`config.mk`:
```
export PLATFORM = sky130hd
export DESIGN_NAME = crt_timing_gen
export DESIGN_NICKNAME = d
export VERILOG_FILES = /design/src/rtl/crt_pkg.sv /design/src/rtl/crt_regs.sv /design/src/rtl/crt_counters.sv /design/src/rtl/crt_fetch.sv /design/src/rtl/crt_timing_gen.sv
export SDC_FILE = /design/constraint.sdc
export NUM_CORES = 1
export LEC_CHECK = 0
export CORE_ASPECT_RATIO = 0.8
export CORE_UTILIZATION = 55
export DETAILED_ROUTE_END_ITERATION = 12
export GPL_TIMING_DRIVEN = 0
export PLACE_DENSITY = 0.91
export SYNTH_ARGS = -nofsm -noshare
export SYNTH_HDL_FRONTEND = slang
export SYNTH_HIERARCHICAL = 1
export SYNTH_SLANG_ARGS = --single-unit
```
`constraint.sdc`:
```
create_clock -name clk -period 14.75 [get_ports clk]
set_input_delay 2.2125 -clock clk [delete_from_list [all_inputs] [get_ports clk]]
set_output_delay 2.2125 -clock clk [all_outputs]
set_load 0.02 [all_outputs]
```
`src/rtl/crt_pkg.sv`:
```
// crt_pkg: shared widths, hardware biases and the three views of timing data
// (raw derived values, register-format bank, decoded values) used by the
// raster timing generator. Assumes a character clock of 8 pixels.
package crt_pkg;

    localparam int HC_W    = 10;  // horizontal character counter width
    localparam int VC_W    = 12;  // vertical line counter width
    localparam int H_BIAS  = 5;   // characters per line = h_total + H_BIAS
    localparam int V_BIAS  = 2;   // lines per frame     = v_total + V_BIAS

    // Values as derived from the mode, at register precision.
    typedef struct packed {
        logic [8:0]  h_total;
        logic [8:0]  h_disp_end;
        logic [8:0]  h_sync_start;
        logic [4:0]  h_sync_end5;
        logic [10:0] v_total;
        logic [10:0] v_disp_end;
        logic [10:0] v_sync_start;
        logic [3:0]  v_sync_end4;
        logic [10:0] v_blank_start;
    } crt_raw_t;

    // Register-format bank: low bytes plus packed overflow fields.
    // h_ovf  = {h_sync_start[8], h_disp_end[8], h_total[8]}
    // v_ovf  = {v_sync_start[9], v_disp_end[9], v_total[9],
    //           v_blank_start[8], v_sync_start[8], v_disp_end[8], v_total[8]}
    // v_ext  = {v_total[10], v_blank_start[10], v_sync_start[10], v_disp_end[10]}
    typedef struct packed {
        logic [7:0] ht_lo;
        logic [7:0] hde_lo;
        logic [7:0] hss_lo;
        logic [4:0] hse;
        logic [2:0] h_ovf;
        logic [7:0] vt_lo;
        logic [7:0] vde_lo;
        logic [7:0] vss_lo;
        logic [7:0] vbs_lo;
        logic [3:0] vse;
        logic [6:0] v_ovf;
        logic       vbs_b9;
        logic [3:0] v_ext;
    } crt_bank_t;

    // Values reassembled from the bank, used by the counters.
    typedef crt_raw_t crt_dec_t;

endpackage

```
`src/rtl/crt_regs.sv`:
```
// crt_regs: derives register-format timing values from the pixel/line mode
// inputs, holds them in a bank with the overflow packing, and decodes the
// bank back into full-width values. Assumes mode inputs are quasi-static;
// a change is seen by the counters one cycle later.
module crt_regs
    import crt_pkg::*;
#(
    parameter int H_PIX_W  = 12,
    parameter int V_LINE_W = 11
) (
    input  logic                clk,
    input  logic                rst_n,
    input  logic [H_PIX_W-1:0]  h_active,
    input  logic [H_PIX_W-1:0]  h_front,
    input  logic [H_PIX_W-1:0]  h_sync_w,
    input  logic [H_PIX_W-1:0]  h_back,
    input  logic [V_LINE_W-1:0] v_active,
    input  logic [V_LINE_W-1:0] v_front,
    input  logic [V_LINE_W-1:0] v_sync_w,
    input  logic [V_LINE_W-1:0] v_back,
    output crt_dec_t            dec_o
);

    logic [15:0] w_round, h_to_sync, h_to_end, h_sum;
    logic [15:0] v_to_sync, v_to_end;
    crt_raw_t    raw;
    crt_bank_t   bank_d, bank_q;

    // Derive the timing values in register units from the mode.
    always_comb begin
        w_round   = (16'(h_active) + 16'd7) & 16'hFFF8;
        h_to_sync = w_round + 16'(h_front);
        h_to_end  = h_to_sync + 16'(h_sync_w);
        h_sum     = h_to_end + 16'(h_back);
        v_to_sync = 16'(v_active) + 16'(v_front);
        v_to_end  = v_to_sync + 16'(v_sync_w);

        raw.h_disp_end    = 9'((w_round >> 3) - 16'd1);
        raw.h_sync_start  = 9'((h_to_sync >> 3) - 16'd1);
        raw.h_sync_end5   = 5'((h_to_end >> 3) - 16'd1);
        raw.h_total       = 9'((h_sum >> 3) - 16'(H_BIAS));
        raw.v_disp_end    = 11'(16'(v_active) - 16'd1);
        raw.v_sync_start  = 11'(v_to_sync);
        raw.v_sync_end4   = 4'(v_to_end);
        raw.v_total       = 11'(16'(v_back) + v_to_end - 16'(V_BIAS));
        raw.v_blank_start = 11'(v_active);
    end

    // Pack the derived values into low bytes and overflow fields.
    always_comb begin
        bank_d.ht_lo  = raw.h_total[7:0];
        bank_d.hde_lo = raw.h_disp_end[7:0];
        bank_d.hss_lo = raw.h_sync_start[7:0];
        bank_d.hse    = raw.h_sync_end5;
        bank_d.h_ovf  = {raw.h_sync_start[8], raw.h_disp_end[8], raw.h_total[8]};
        bank_d.vt_lo  = raw.v_total[7:0];
        bank_d.vde_lo = raw.v_disp_end[7:0];
        bank_d.vss_lo = raw.v_sync_start[7:0];
        bank_d.vbs_lo = raw.v_blank_start[7:0];
        bank_d.vse    = raw.v_sync_end4;
        bank_d.v_ovf  = {raw.v_sync_start[9], raw.v_disp_end[9], raw.v_total[9],
                         raw.v_blank_start[8], raw.v_sync_start[8],
                         raw.v_disp_end[8], raw.v_total[8]};
        bank_d.vbs_b9 = raw.v_blank_start[9];
        bank_d.v_ext  = {raw.v_total[10], raw.v_blank_start[10],
                         raw.v_sync_start[10], raw.v_disp_end[10]};
    end

    // Register bank: reloaded every cycle, including during reset.
    always_ff @(posedge clk) begin
        bank_q <= bank_d;
    end

    // Reassemble full-width values from the bank.
    always_comb begin
        dec_o.h_total       = {bank_q.h_ovf[0], bank_q.ht_lo};
        dec_o.h_disp_end    = {bank_q.h_ovf[1], bank_q.hde_lo};
        dec_o.h_sync_start  = {bank_q.h_ovf[2], bank_q.hss_lo};
        dec_o.h_sync_end5   = bank_q.hse;
        dec_o.v_total       = {bank_q.v_ext[3], bank_q.v_ovf[4], bank_q.v_ovf[0], bank_q.vt_lo};
        dec_o.v_disp_end    = {bank_q.v_ext[0], bank_q.v_ovf[5], bank_q.v_ovf[1], bank_q.vde_lo};
        dec_o.v_sync_start  = {bank_q.v_ext[1], bank_q.v_ovf[6], bank_q.v_ovf[2], bank_q.vss_lo};
        dec_o.v_sync_end4   = bank_q.vse;
        dec_o.v_blank_start = {bank_q.v_ext[2], bank_q.vbs_b9, bank_q.v_ovf[3], bank_q.vbs_lo};
    end

    // wide values survive the overflow packing unchanged.
    p_roundtrip_r6: assert property (@(posedge clk) disable iff (!rst_n)
        (dec_o.h_total == $past(raw.h_total)) && (dec_o.v_total == $past(raw.v_total)) &&
        (dec_o.v_sync_start == $past(raw.v_sync_start)) &&
        (dec_o.v_disp_end == $past(raw.v_disp_end)) &&
        (dec_o.v_blank_start == $past(raw.v_blank_start)));

endmodule

```
`src/rtl/crt_counters.sv`:
```
// crt_counters: character and line counters plus the sync run flags. The
// character counter wraps at h_total + H_BIAS - 1 and the line counter at
// v_total + V_BIAS - 1. Sync ends are compared on their low bits only.
// Assumes each sync span lies within its line or frame.
module crt_counters
    import crt_pkg::*;
(
    input  logic            clk,
    input  logic            rst_n,
    input  logic [8:0]      h_total,
    input  logic [8:0]      h_sync_start,
    input  logic [4:0]      h_sync_end5,
    input  logic [10:0]     v_total,
    input  logic [10:0]     v_sync_start,
    input  logic [3:0]      v_sync_end4,
    input  logic [10:0]     v_blank_start,
    output logic [HC_W-1:0] hc_o,
    output logic [VC_W-1:0] vc_o,
    output logic            hs_run_o,
    output logic            vs_run_o,
    output logic            line_wrap_o,
    output logic            frame_wrap_o,
    output logic            vblank_entry_o
);

    logic [HC_W-1:0] h_last;
    logic [VC_W-1:0] v_last, vc_next;

    // Last character and last line positions from the biased totals.
    always_comb begin
        h_last         = {1'b0, h_total} + HC_W'(H_BIAS - 1);
        v_last         = {1'b0, v_total} + VC_W'(V_BIAS - 1);
        line_wrap_o    = (hc_o >= h_last);
        vc_next        = (vc_o >= v_last) ? '0 : vc_o + 1'b1;
        frame_wrap_o   = line_wrap_o && (vc_o >= v_last);
        vblank_entry_o = line_wrap_o && (vc_next == {1'b0, v_blank_start});
    end

    // Character counter and horizontal sync run flag.
    always_ff @(posedge clk) begin
        if (!rst_n) begin
            hc_o     <= '0;
            hs_run_o <= 1'b0;
        end else begin
            hc_o <= line_wrap_o ? '0 : hc_o + 1'b1;
            if (hc_o == {1'b0, h_sync_start})
                hs_run_o <= 1'b1;
            else if (hs_run_o && (hc_o[4:0] == h_sync_end5))
                hs_run_o <= 1'b0;
        end
    end

    // Line counter and vertical sync run flag, stepped at each line end.
    always_ff @(posedge clk) begin
        if (!rst_n) begin
            vc_o     <= '0;
            vs_run_o <= 1'b0;
        end else if (line_wrap_o) begin
            vc_o <= vc_next;
            if (vc_next == {1'b0, v_sync_start})
                vs_run_o <= 1'b1;
            else if (vs_run_o && (vc_next[3:0] == v_sync_end4))
                vs_run_o <= 1'b0;
        end
    end

    // the character counter never passes the biased total.
    p_hcount_range_r2: assert property (@(posedge clk) disable iff (!rst_n)
        hc_o <= h_last);
    // the line counter only moves at a line end.
    p_line_step_r5: assert property (@(posedge clk) disable iff (!rst_n)
        !line_wrap_o |=> $stable(vc_o));

endmodule

```
`src/rtl/crt_fetch.sv`:
```
// crt_fetch: holds the per-frame start address and pitch and the current
// line base. Start and pitch are sampled on entry to vertical blank, and the
// base reloads at the frame wrap. Assumes the blank start line is non-zero.
module crt_fetch
    import crt_pkg::*;
#(
    parameter int ADDR_W = 20,
    parameter int OFF_W  = 10
) (
    input  logic              clk,
    input  logic              rst_n,
    input  logic [ADDR_W-1:0] start_addr,
    input  logic [OFF_W-1:0]  line_offset,
    input  logic              line_wrap,
    input  logic              frame_wrap,
    input  logic              vblank_entry,
    input  logic [HC_W-1:0]   hc,
    output logic [ADDR_W-1:0] addr_o
);

    localparam int STEP_SH = 3;  // offset unit is 8 addresses

    logic [ADDR_W-1:0] start_q, line_base;
    logic [OFF_W-1:0]  off_q;
    logic [ADDR_W-1:0] step;

    // Line step in address units.
    always_comb begin
        step   = ADDR_W'({off_q, STEP_SH'(0)});
        addr_o = line_base + ADDR_W'(hc);
    end

    // Sample start and pitch on entry to vertical blank.
    always_ff @(posedge clk) begin
        if (!rst_n) begin
            start_q <= start_addr;
            off_q   <= line_offset;
        end else if (vblank_entry) begin
            start_q <= start_addr;
            off_q   <= line_offset;
        end
    end

    // Line base: reload at the frame wrap, advance at every other line end.
    always_ff @(posedge clk) begin
        if (!rst_n)
            line_base <= start_addr;
        else if (frame_wrap)
            line_base <= start_q;
        else if (line_wrap)
            line_base <= line_base + step;
    end

    // the line base holds for the whole of a line.
    p_base_hold_r7: assert property (@(posedge clk) disable iff (!rst_n)
        !line_wrap |=> $stable(line_base));
    // a new frame begins at the start sampled at the last blank entry.
    p_frame_start_r8: assert property (@(posedge clk) disable iff (!rst_n)
        frame_wrap |=> (line_base == $past(start_q)));

endmodule

```
`src/rtl/crt_timing_gen.sv`:
```
// crt_timing_gen: raster timing generator top. Connects the register bank,
// the counters and the fetch unit, and registers all outputs together, so
// every edge presents one raster position. Assumes a character-rate clock.
module crt_timing_gen
    import crt_pkg::*;
#(
    parameter int H_PIX_W  = 12,
    parameter int V_LINE_W = 11,
    parameter int ADDR_W   = 20,
    parameter int OFF_W    = 10
) (
    input  logic                clk,
    input  logic                rst_n,
    input  logic [H_PIX_W-1:0]  h_active,
    input  logic [H_PIX_W-1:0]  h_front,
    input  logic [H_PIX_W-1:0]  h_sync_w,
    input  logic [H_PIX_W-1:0]  h_back,
    input  logic [V_LINE_W-1:0] v_active,
    input  logic [V_LINE_W-1:0] v_front,
    input  logic [V_LINE_W-1:0] v_sync_w,
    input  logic [V_LINE_W-1:0] v_back,
    input  logic [ADDR_W-1:0]   start_addr,
    input  logic [OFF_W-1:0]    line_offset,
    output logic                hsync_o,
    output logic                vsync_o,
    output logic                blank_o,
    output logic                de_o,
    output logic [ADDR_W-1:0]   fetch_addr_o
);

    crt_dec_t          dec;
    logic [HC_W-1:0]   hc;
    logic [VC_W-1:0]   vc;
    logic              hs_run, vs_run, line_wrap, frame_wrap, vblank_entry;
    logic              in_disp;
    logic [ADDR_W-1:0] addr;

    crt_regs #(.H_PIX_W(H_PIX_W), .V_LINE_W(V_LINE_W)) u_regs (
        .clk(clk), .rst_n(rst_n),
        .h_active(h_active), .h_front(h_front), .h_sync_w(h_sync_w), .h_back(h_back),
        .v_active(v_active), .v_front(v_front), .v_sync_w(v_sync_w), .v_back(v_back),
        .dec_o(dec)
    );

    crt_counters u_cnt (
        .clk(clk), .rst_n(rst_n),
        .h_total(dec.h_total), .h_sync_start(dec.h_sync_start),
        .h_sync_end5(dec.h_sync_end5), .v_total(dec.v_total),
        .v_sync_start(dec.v_sync_start), .v_sync_end4(dec.v_sync_end4),
        .v_blank_start(dec.v_blank_start),
        .hc_o(hc), .vc_o(vc), .hs_run_o(hs_run), .vs_run_o(vs_run),
        .line_wrap_o(line_wrap), .frame_wrap_o(frame_wrap),
        .vblank_entry_o(vblank_entry)
    );

    crt_fetch #(.ADDR_W(ADDR_W), .OFF_W(OFF_W)) u_fetch (
        .clk(clk), .rst_n(rst_n),
        .start_addr(start_addr), .line_offset(line_offset),
        .line_wrap(line_wrap), .frame_wrap(frame_wrap),
        .vblank_entry(vblank_entry), .hc(hc), .addr_o(addr)
    );

    // Display region test on the current position.
    always_comb begin
        in_disp = (hc <= {1'b0, dec.h_disp_end}) && (vc <= {1'b0, dec.v_disp_end});
    end

    // Output stage: all strobes and the address for the same position.
    always_ff @(posedge clk) begin
        if (!rst_n) begin
            de_o         <= 1'b0;
            blank_o      <= 1'b1;
            hsync_o      <= 1'b0;
            vsync_o      <= 1'b0;
            fetch_addr_o <= '0;
        end else begin
            de_o         <= in_disp;
            blank_o      <= !in_disp;
            hsync_o      <= hs_run;
            vsync_o      <= vs_run;
            fetch_addr_o <= addr;
        end
    end

    // neither sync pulse ever lands inside the display region.
    p_sync_outside_display_r4: assert property (@(posedge clk) disable iff (!rst_n)
        de_o |-> (!hsync_o && !vsync_o));
    // blank and display enable are never high together.
    p_blank_vs_de_r3: assert property (@(posedge clk) disable iff (!rst_n)
        !(de_o && blank_o));

endmodule

```
# [After elaboration in Yosys (flattened, before gate mapping)]
# Cells that the tools add are included.
[word_totals] out_inout_bits=24 register_bits=178 word_cells=78
[classes] n_reduce_logical=10 n_mux=12 n_lt_le_gt_ge=4 n_bitwise=1 n_addsub=19 eq_ne=7
[ops] operator="2-to-1 mux 20 bit" n=5
[ops] operator="adder 12 bit" n=3
[ops] operator="adder 11 bit" n=3
[ops] operator="equality test 12 x 11 -> 1 bit" n=2
[ops] operator="adder 20 x 10 -> 20 bit" n=1
[ops] operator="adder 20 x 13 -> 20 bit" n=1
[ops] operator="2-to-1 mux 10 bit" n=2
[ops] operator="subtractor 9 x 1 -> 9 bit (second input constant)" n=2
[ops] operator="adder 11 x 1 -> 12 bit (second input constant)" n=1
[ops] operator="adder 12 x 1 -> 12 bit (second input constant)" n=1
[ops] operator="adder 12 x 3 -> 12 bit (second input constant)" n=1
[ops] operator=">= comparator 12 bit" n=1
[ops] operator="<= comparator 12 x 11 -> 1 bit" n=1
[ops] operator="2-to-1 mux 12 bit" n=1
[ops] operator="subtractor 11 x 1 -> 11 bit (second input constant)" n=1
[ops] operator="subtractor 11 x 2 -> 11 bit (second input constant)" n=1
[ops] operator="adder 10 x 1 -> 10 bit (second input constant)" n=1
[ops] operator="adder 9 x 3 -> 10 bit (second input constant)" n=1
[ops] operator="equality test 10 x 9 -> 1 bit" n=1
[ops] operator=">= comparator 10 bit" n=1
[ops] operator="<= comparator 10 x 9 -> 1 bit" n=1
[ops] operator="subtractor 9 x 3 -> 9 bit (second input constant)" n=1
[ops] operator="equality test 5 bit" n=1
[ops] operator="logical AND 1 bit" n=5
[ops] operator="other kinds (10)" n=14

# [Depth between registers and ports, before layout]
# Gate-level depths: netlist of run 1.
[logic_depth] ltp_word=7 ltp_mapped=22

# [Hierarchy]
# Netlist of run 1, hierarchy kept.
[by_module_without_submodules] mod="crt_regs" area_each_um2=4977.3 cells_each=533 instances=1 seq_area_each_um2=1601.5
[by_module_without_submodules] mod="crt_fetch" area_each_um2=3174.3 cells_each=281 instances=1 seq_area_each_um2=1501.4
[by_module_without_submodules] mod="crt_counters" area_each_um2=2855.2 cells_each=390 instances=1 seq_area_each_um2=480.5
[by_module_without_submodules] mod="crt_timing_gen" area_each_um2=1173.6 cells_each=120 instances=1 seq_area_each_um2=480.5

# [Worst setup path before layout of run 1]
# No wires, ideal clock.
[synth_path] kind="input -> register" start="input port h_active[2]" end="register u_regs.bank_q, in the netlist u_regs/dec_o[78]" t_arrival_ns=7.042 t_required_ns=14.678 setup_slack_ns=7.636 path_buffers=1 setup_ns=0.072 path_stages=20 cell_sequence="or3_1 xor2_1 ha_1 inv_1 fa_1 xor2_1 inv_1 ha_1 o21a_1 o31ai_1 a21boi_0 ha_1 buf_6 a21o_1 or3_4 or3_1 a211o_1 or4b_1 nand4_1 xor2_1"
[synth_rtl] element="from (decl)" line_no="crt_timing_gen.sv:14" text="input logic [H_PIX_W-1:0] h_active,"
[synth_rtl] element="to (signal assigned)" line_no="crt_regs.sv:71" text="bank_q <= bank_d;"
[synth_rtl] element="to (decl)" line_no="crt_regs.sv:27" text="crt_bank_t bank_d, bank_q;"

==> results.tsv, run 1 <==
metric	value	unit
status	completed	
drive_above_1_share	0.0506	
dieHeight	135	um
port_buffers	147	
synth_warnings	6	
syn-num-nets	1594	
die_area	22700	um2
cts_inserted_buffers	17	
start_util	0.563	
cp_max_fo	9	
grt_overflow	0	
htreeDepth	4	
cp-start-kind	input pin	
grt_util_all_layers	0.275	
rows	48	
end_kind	register	
dr_total_vias	10600	
avgSynthCellArea	9.20	um2
max_clock_freq	129	MHz
grt_max_degree	31	
syn2layout_area_growth	20.2	%
clk_pin_slew_worst_paths	70	ps
fp.coreArea	21600	um2
fin_crit_sh	0.525	
routed_wl	31200	um
grt_pass1_vias	10200	
leakage	6.11	nW
cp_data_required_time	15130	ps
fill_cells	1615	
hold_path.class	reg2reg	
cts_resized	0	
ys_ff_latch	178	
finalHoldViolations	0	
cts_num_sinks	178	
final_area	14600	um2
slew_headroom	0.473	
synth_edf_count	50	
synth-main-ff-cell	dfxtp_1	
period_needed	7740	ps
crit_path_max_incr_delay	620	ps
netlist_area	12200	um2
ys_seq_area_frac	0.334	
nets	1760	
synth_cell_types	93	
clockBufferDepth	2	
vias_per_cell	5.95	
maxCapViolations	0	
synthArstFlopShare	0	
clk_latency	450	ps
critPathArrivalTime	8120	ps
die_w	168	um
firstDrtPassIters	5	
irDropWorstVdd	86.1	uV
tightestPinTransition	791	ps
dp_hpwl	23700	um
cts_setup_buffers	0	
p_per_area	133	nW/um2
ant_nets	0	
cp_cell_sequence	clkdlybuf4s50_1 -> or3_1 -> xor2_1 -> ha_1 -> inv_1 -> fa_1 -> xor2_1 -> inv_1 -> ha_1 -> o21a_1 -> o31ai_1 -> a21boi_0 -> ha_1 -> buf_6 -> a21o_1 -> or3_4 -> or3_1 -> a211o_1 -> or4b_1 -> nand4_1 -> xor2_1	
gp_congestion	0.936	
cts_tree	built	
slew_violations	0	
io_pins	148	
clock_skew	13.6	ps
grt_pass1_wl	49500	um
drt-initial-drc-count	847	
antenna_cells	0	
ctsRootBufferMaster	clkbuf_16	
hold_buffers	0	
syn_inst	1324	
drc	0	
antenna_found_initial	0	
setup_viol	0	
rsz0062_at_grt	no	
worstSetupPathType	in2reg	
wl_per_cell	17.5	um
place_area	14000	um2
final_util	0.677	
critPathSlowestCell	a21boi_0	
tns	0	ps
==> worst max-delay path: cells and delay by family <==
family	cells	cell delay, ps
adders and majority gates	4	1310
buffers and inverters	4	690
and+or+nand+nor	5	1830
xor gates and xnor gates	3	730
AOI/OAI and AO/OA	5	1340
==> logic make-up after synthesis <==
group	count (synthesis)	share of synthesized area
and+or+nand+nor	396	0.172
AOI/OAI and AO/OA	288	0.163
DFF	178	0.334
xor gates and xnor gates	172	0.126
adders and majority gates	146	0.154
buffers and inverters	134	0.0432
muxes	10	0.00832
==> metal layers <==
metal	vias up	part of all wire	track usage
li1	5102	-	-
met2	456	0.47	0.461
met3	75	0.077	0.0507
met5	-	0	0
met1	4939	0.43	0.354
met4	0	0.025	0.102
==> layout by cell type (no fill, tap or decap), drive strengths merged, types with 7 or more instances in the layout <==
cell           instances
clkdlybuf4s50        147
ha                   139
dfxtp                128
xnor2                107
inv                  105
nor2                  84
nand2                 78
a21oi                 71
xor2                  63
o21ai                 62
edfxtp                50
nand3                 44
clkbuf                41
nor3                  32
and2                  29
a21o                  21
or3                   21
o21a                  17
nand4                 16
and3                  14
a211oi                14
nor4                  12
nor2b                 11
nand2b                10
a31oi                 10
buf                   10
o21bai                 9
mux2i                  9
o211ai                 8
nand4b                 7
nand3b                 7
fa                     7
clkinv                 7
==> cell type report <==
class,instances,area [um2],area share
Multi-Input combinational cell,1012,7590,0.519
Sequential cell,178,4060,0.278
Clock inverter,15,213,0.0145
Tap cell,275,344,0.0235
Timing Repair Buffer,147,1470,0.101
Clock buffer,17,425,0.0291
Buffer,34,151,0.0103
Inverter,100,375,0.0256
==> sequential cells by signal (all words and copies together) (netlist names) <==
| register | flops |
|---|---|
| vsync_o | 1 |
| u_fetch/line_base | 20 |
| hsync_o | 1 |
| u_cnt/vs_run_o | 1 |
| u_cnt/hs_run_o | 1 |
| fetch_addr_o | 20 |
| blank_o | 1 |
| u_fetch/off_q | 10 |
| u_cnt/vc_o | 12 |
| u_cnt/hc_o | 10 |
| u_fetch/start_q | 20 |
| de_o | 1 |
| u_regs/dec_o | 80 |
==> cells in the mapped netlist (8+ instances only) <==
library cell,instances,area share
mux2i_1,9,0.0074
nand2b_1,10,0.0051
a31oi_1,8,0.0041
a21oi_1,70,0.029
nor2_1,83,0.026
ha_1,139,0.14
a211oi_1,10,0.0062
nor4_1,10,0.0051
edfxtp_1,50,0.12
and3_1,12,0.0062
o21bai_1,9,0.0055
nor2b_1,11,0.0057
dfxtp_1,128,0.21
nand2_1,78,0.024
a21o_1,21,0.013
nand3_1,43,0.018
or3_1,20,0.010
o211ai_1,8,0.0049
clkbuf_1,24,0.0074
and2_1,28,0.014
nand4_1,16,0.0082
o21a_1,17,0.010
xor2_1,63,0.045
xnor2_1,107,0.077
inv_1,99,0.031
o21ai_0,57,0.023
nor3_1,31,0.013
==> stage by stage <==
step / worst slack, ps / std cells / total power, mW / hold WS [ps]
4_1_cts: 7050 / 1778 / 1.95 / 467
2_1_floorplan: 7640 / 1324 / 1.25 / 435
6_report: 7010 / 1778 / 1.95 / 469
5_1_grt: 6680 / 1778 / 2.07 / 490
3_3_place_gp: 6730 / 1746 / 1.42 / 446
3_5_place_dp: 6600 / 1746 / 1.46 / 452
==> path summary, 6_finish.rpt <==
kind / from / slack, ps / depth (start not counted) / to
setup reg to reg: u_regs/dec_o[37] / 9840 / 17 / u_fetch/line_base[13]
hold / removal: u_cnt/vs_run_o / 470 / 1 / vsync_o
setup / recovery: h_active[2] / 7010 / 21 / u_regs/dec_o[78]
hold reg to reg: u_cnt/vs_run_o / 470 / 1 / vsync_o
==> where the power goes <==
part / internal, mW / total [mW] / switching [mW]
Clock: 0.261 / 0.483 / 0.221
Sequential: 0.594 / 0.654 / 0.0596
Combinational: 0.385 / 0.815 / 0.430
No activity file was read; power rests on OpenSTA's default activity.
==> inputs of run 2 (changes only) <==
==> constraint.sdc (replaced) <==
create_clock -name clk -period 7.95 [get_ports clk]
set_input_delay 1.1925 -clock clk [delete_from_list [all_inputs] [get_ports clk]]
set_output_delay 1.1925 -clock clk [all_outputs]
set_load 0.02 [all_outputs]
==> results of run 2 <==
Same layout as run 1 (identical final DEF). Status: completed.
Main changes from that run: setup slack after placement 6600 ps -> 821 ps; setup slack after layout 7010 ps -> 1230 ps; register-to-register setup slack 9840 ps -> 3040 ps; total power 1.95 mW -> 3.62 mW; worst IR drop on VDD 86.1 uV -> 160 uV
==> inputs of run 3 (changes only) <==
==> constraint.sdc (replaced) <==
create_clock -name clk -period 6.8 [get_ports clk]
set_input_delay 1.02 -clock clk [delete_from_list [all_inputs] [get_ports clk]]
set_output_delay 1.02 -clock clk [all_outputs]
set_load 0.02 [all_outputs]
==> run 3 against run 2 <==
Net effect:
- critical path depth unchanged
- clock power up 17%
- final cell count unchanged
- die area is the same
- total power rose by 17%
- utilization unchanged
- sequential share of layout area is the same
- worst hold slack is essentially flat
==> results.tsv, run 3 (synthesized netlist as in run 1, its figures left out) <==
metric	value	unit	change
grt_pass1_vias	10200		unchanged
tightestPinTransition	791	ps	-0.311 ps
fin_crit_sh	0.935		
cts_tree	built		
cp-start-kind	input pin		
critPathArrivalTime	6740	ps	
cts_resized	0		unchanged
antenna_cells	0		unchanged
io_pins	148		unchanged
end_kind	register		
nets	1760		unchanged
grt_max_degree	31		unchanged
p_per_area	289	nW/um2	
ctsRootBufferMaster	clkbuf_16		
slew_headroom	0.473		about the same
antenna_found_initial	0		unchanged
clockBufferDepth	2		unchanged
start_util	0.563		unchanged
firstDrtPassIters	5		unchanged
htreeDepth	4		unchanged
dieHeight	135	um	unchanged
clock_skew	13.5	ps	-0.0450 ps
drc	0		unchanged
drive_above_1_share	0.0506		unchanged
cts_num_sinks	178		unchanged
maxCapViolations	0		unchanged
period_needed	6360	ps	
power.total	4.23	mW	
ant_nets	0		unchanged
grt_pass1_wl	49500	um	unchanged
grt_util_all_layers	0.275		unchanged
hold_path.class	reg2reg		
tns	0	ps	unchanged
crit_path_max_incr_delay	500	ps	-120 ps
grt_overflow	0		unchanged
cp_cell_sequence	clkdlybuf4s50_1 -> or3_1 -> xor2_1 -> ha_1 -> inv_1 -> fa_1 -> xor2_1 -> inv_1 -> ha_1 -> o21a_1 -> o31ai_1 -> a21boi_1 -> ha_1 -> buf_6 -> a21o_1 -> or3_4 -> or3_1 -> a211o_1 -> or4b_1 -> nand4_1 -> xor2_1		
clk_pin_slew_worst_paths	70	ps	about the same
whs	469	ps	+0.0180 ps
cts_setup_buffers	0		unchanged
gp_congestion	0.936		unchanged
setup_viol	0		unchanged
wl_per_cell	17.5	um	about the same
cp_max_fo	9		unchanged
routed_wl	31200	um	about the same
layout_commonest_cell	clkdlybuf4s50_1		
cp_data_required_time	7180	ps	
leakage	6.11	nW	about the same
irDropWorstVdd	187	uV	
slew_violations	0		unchanged
drt-initial-drc-count	847		unchanged
syn2layout_area_growth	20.2	%	unchanged
seqCellArea	4060	um2	unchanged
largest_reg_flops	80		unchanged
max_clock_freq	157	MHz	
worstSetupPathType	in2reg		
status	completed		
die_w	168	um	unchanged
die_area	22700	um2	unchanged
multi_input_area	7590	um2	unchanged
clk_latency	450	ps	about the same
vias_per_cell	5.94		-0.10%
dr_total_vias	10600		-0.10%
rows	48		unchanged
cts_inserted_buffers	17		unchanged
dp_hpwl	23700	um	unchanged
critPathSlowestCell	or4b_1		
finalHoldViolations	0		unchanged
rsz0062_at_grt	no		
fill_cells	1615		unchanged
fp.coreArea	21600	um2	unchanged
final_cell_mix	147 x clkdlybuf4s50_1, 139 x ha_1, 128 x dfxtp_1, 107 x xnor2_1, 99 x inv_1		
port_buffers	147		unchanged
hold_buffers	0		unchanged
-- run 3: cell counts in the layout (fill, tap and decap cells not counted) --
No cell type changed its count.
-- run 3: routing by layer --
| layer | part of all wire | wire (um) | track usage | vias to the layer above |
|---|---|---|---|---|
| met5 | 0 | 0 | 0 | - |
| met3 | 0.078 | 2420 | 0.0507 | 75 |
| met2 | 0.47 | 14500 | 0.461 | 461 |
| met4 | 0.025 | 781 | 0.102 | 0 |
| met1 | 0.43 | 13500 | 0.354 | 4921 |
| li1 | - | - | - | 5104 |
-- run 3: final cells by class --
cell class                 instances  area share
multi-input combinational       1012       0.519
sequential                       178       0.278
timing repair buffer             147       0.101
clock buffer                      17      0.0291
inverter                         100      0.0256
tap                              275      0.0235
clock inverter                    15      0.0145
buffer                            34      0.0103
-- run 3: final timing paths --
path | from | end | slack (ps) | depth (start not counted)
setup / recovery | h_active[2] | u_regs/dec_o[78] | 440 | 21
hold / removal | u_cnt/vs_run_o | vsync_o | 470 | 1
setup reg to reg | u_regs/dec_o[37] | u_fetch/line_base[13] | 1890 | 17
hold reg to reg | u_cnt/vs_run_o | vsync_o | 470 | 1
-- run 3: critical path, delay by kind of cell --
family                     cells  cell delay (ps)
AOI/OAI and AO/OA              5             1190
xor gates and xnor gates       3              730
adders and majority gates      4             1270
buffers and inverters          4              690
and+or+nand+nor                5             1830
-- run 3: stage by stage --
step	std cells	setup WS, ps	util	cell area (um2)
after floorplan	1324	879	-	12200
after global placement	1746	-25.9	0.647	14000
after detailed placement	1746	-156	0.647	14000
after CTS	1778	291	0.677	14600
after global routing	1778	127	0.677	14600
final	1778	441	0.677	14600
-- run 3: power by group --
part           total [mW]  leakage, nW  internal, mW  switching (mW)
Combinational        1.77         4.25         0.836           0.933
Sequential           1.42         1.56          1.29           0.129
Clock                1.05        0.307         0.567           0.480
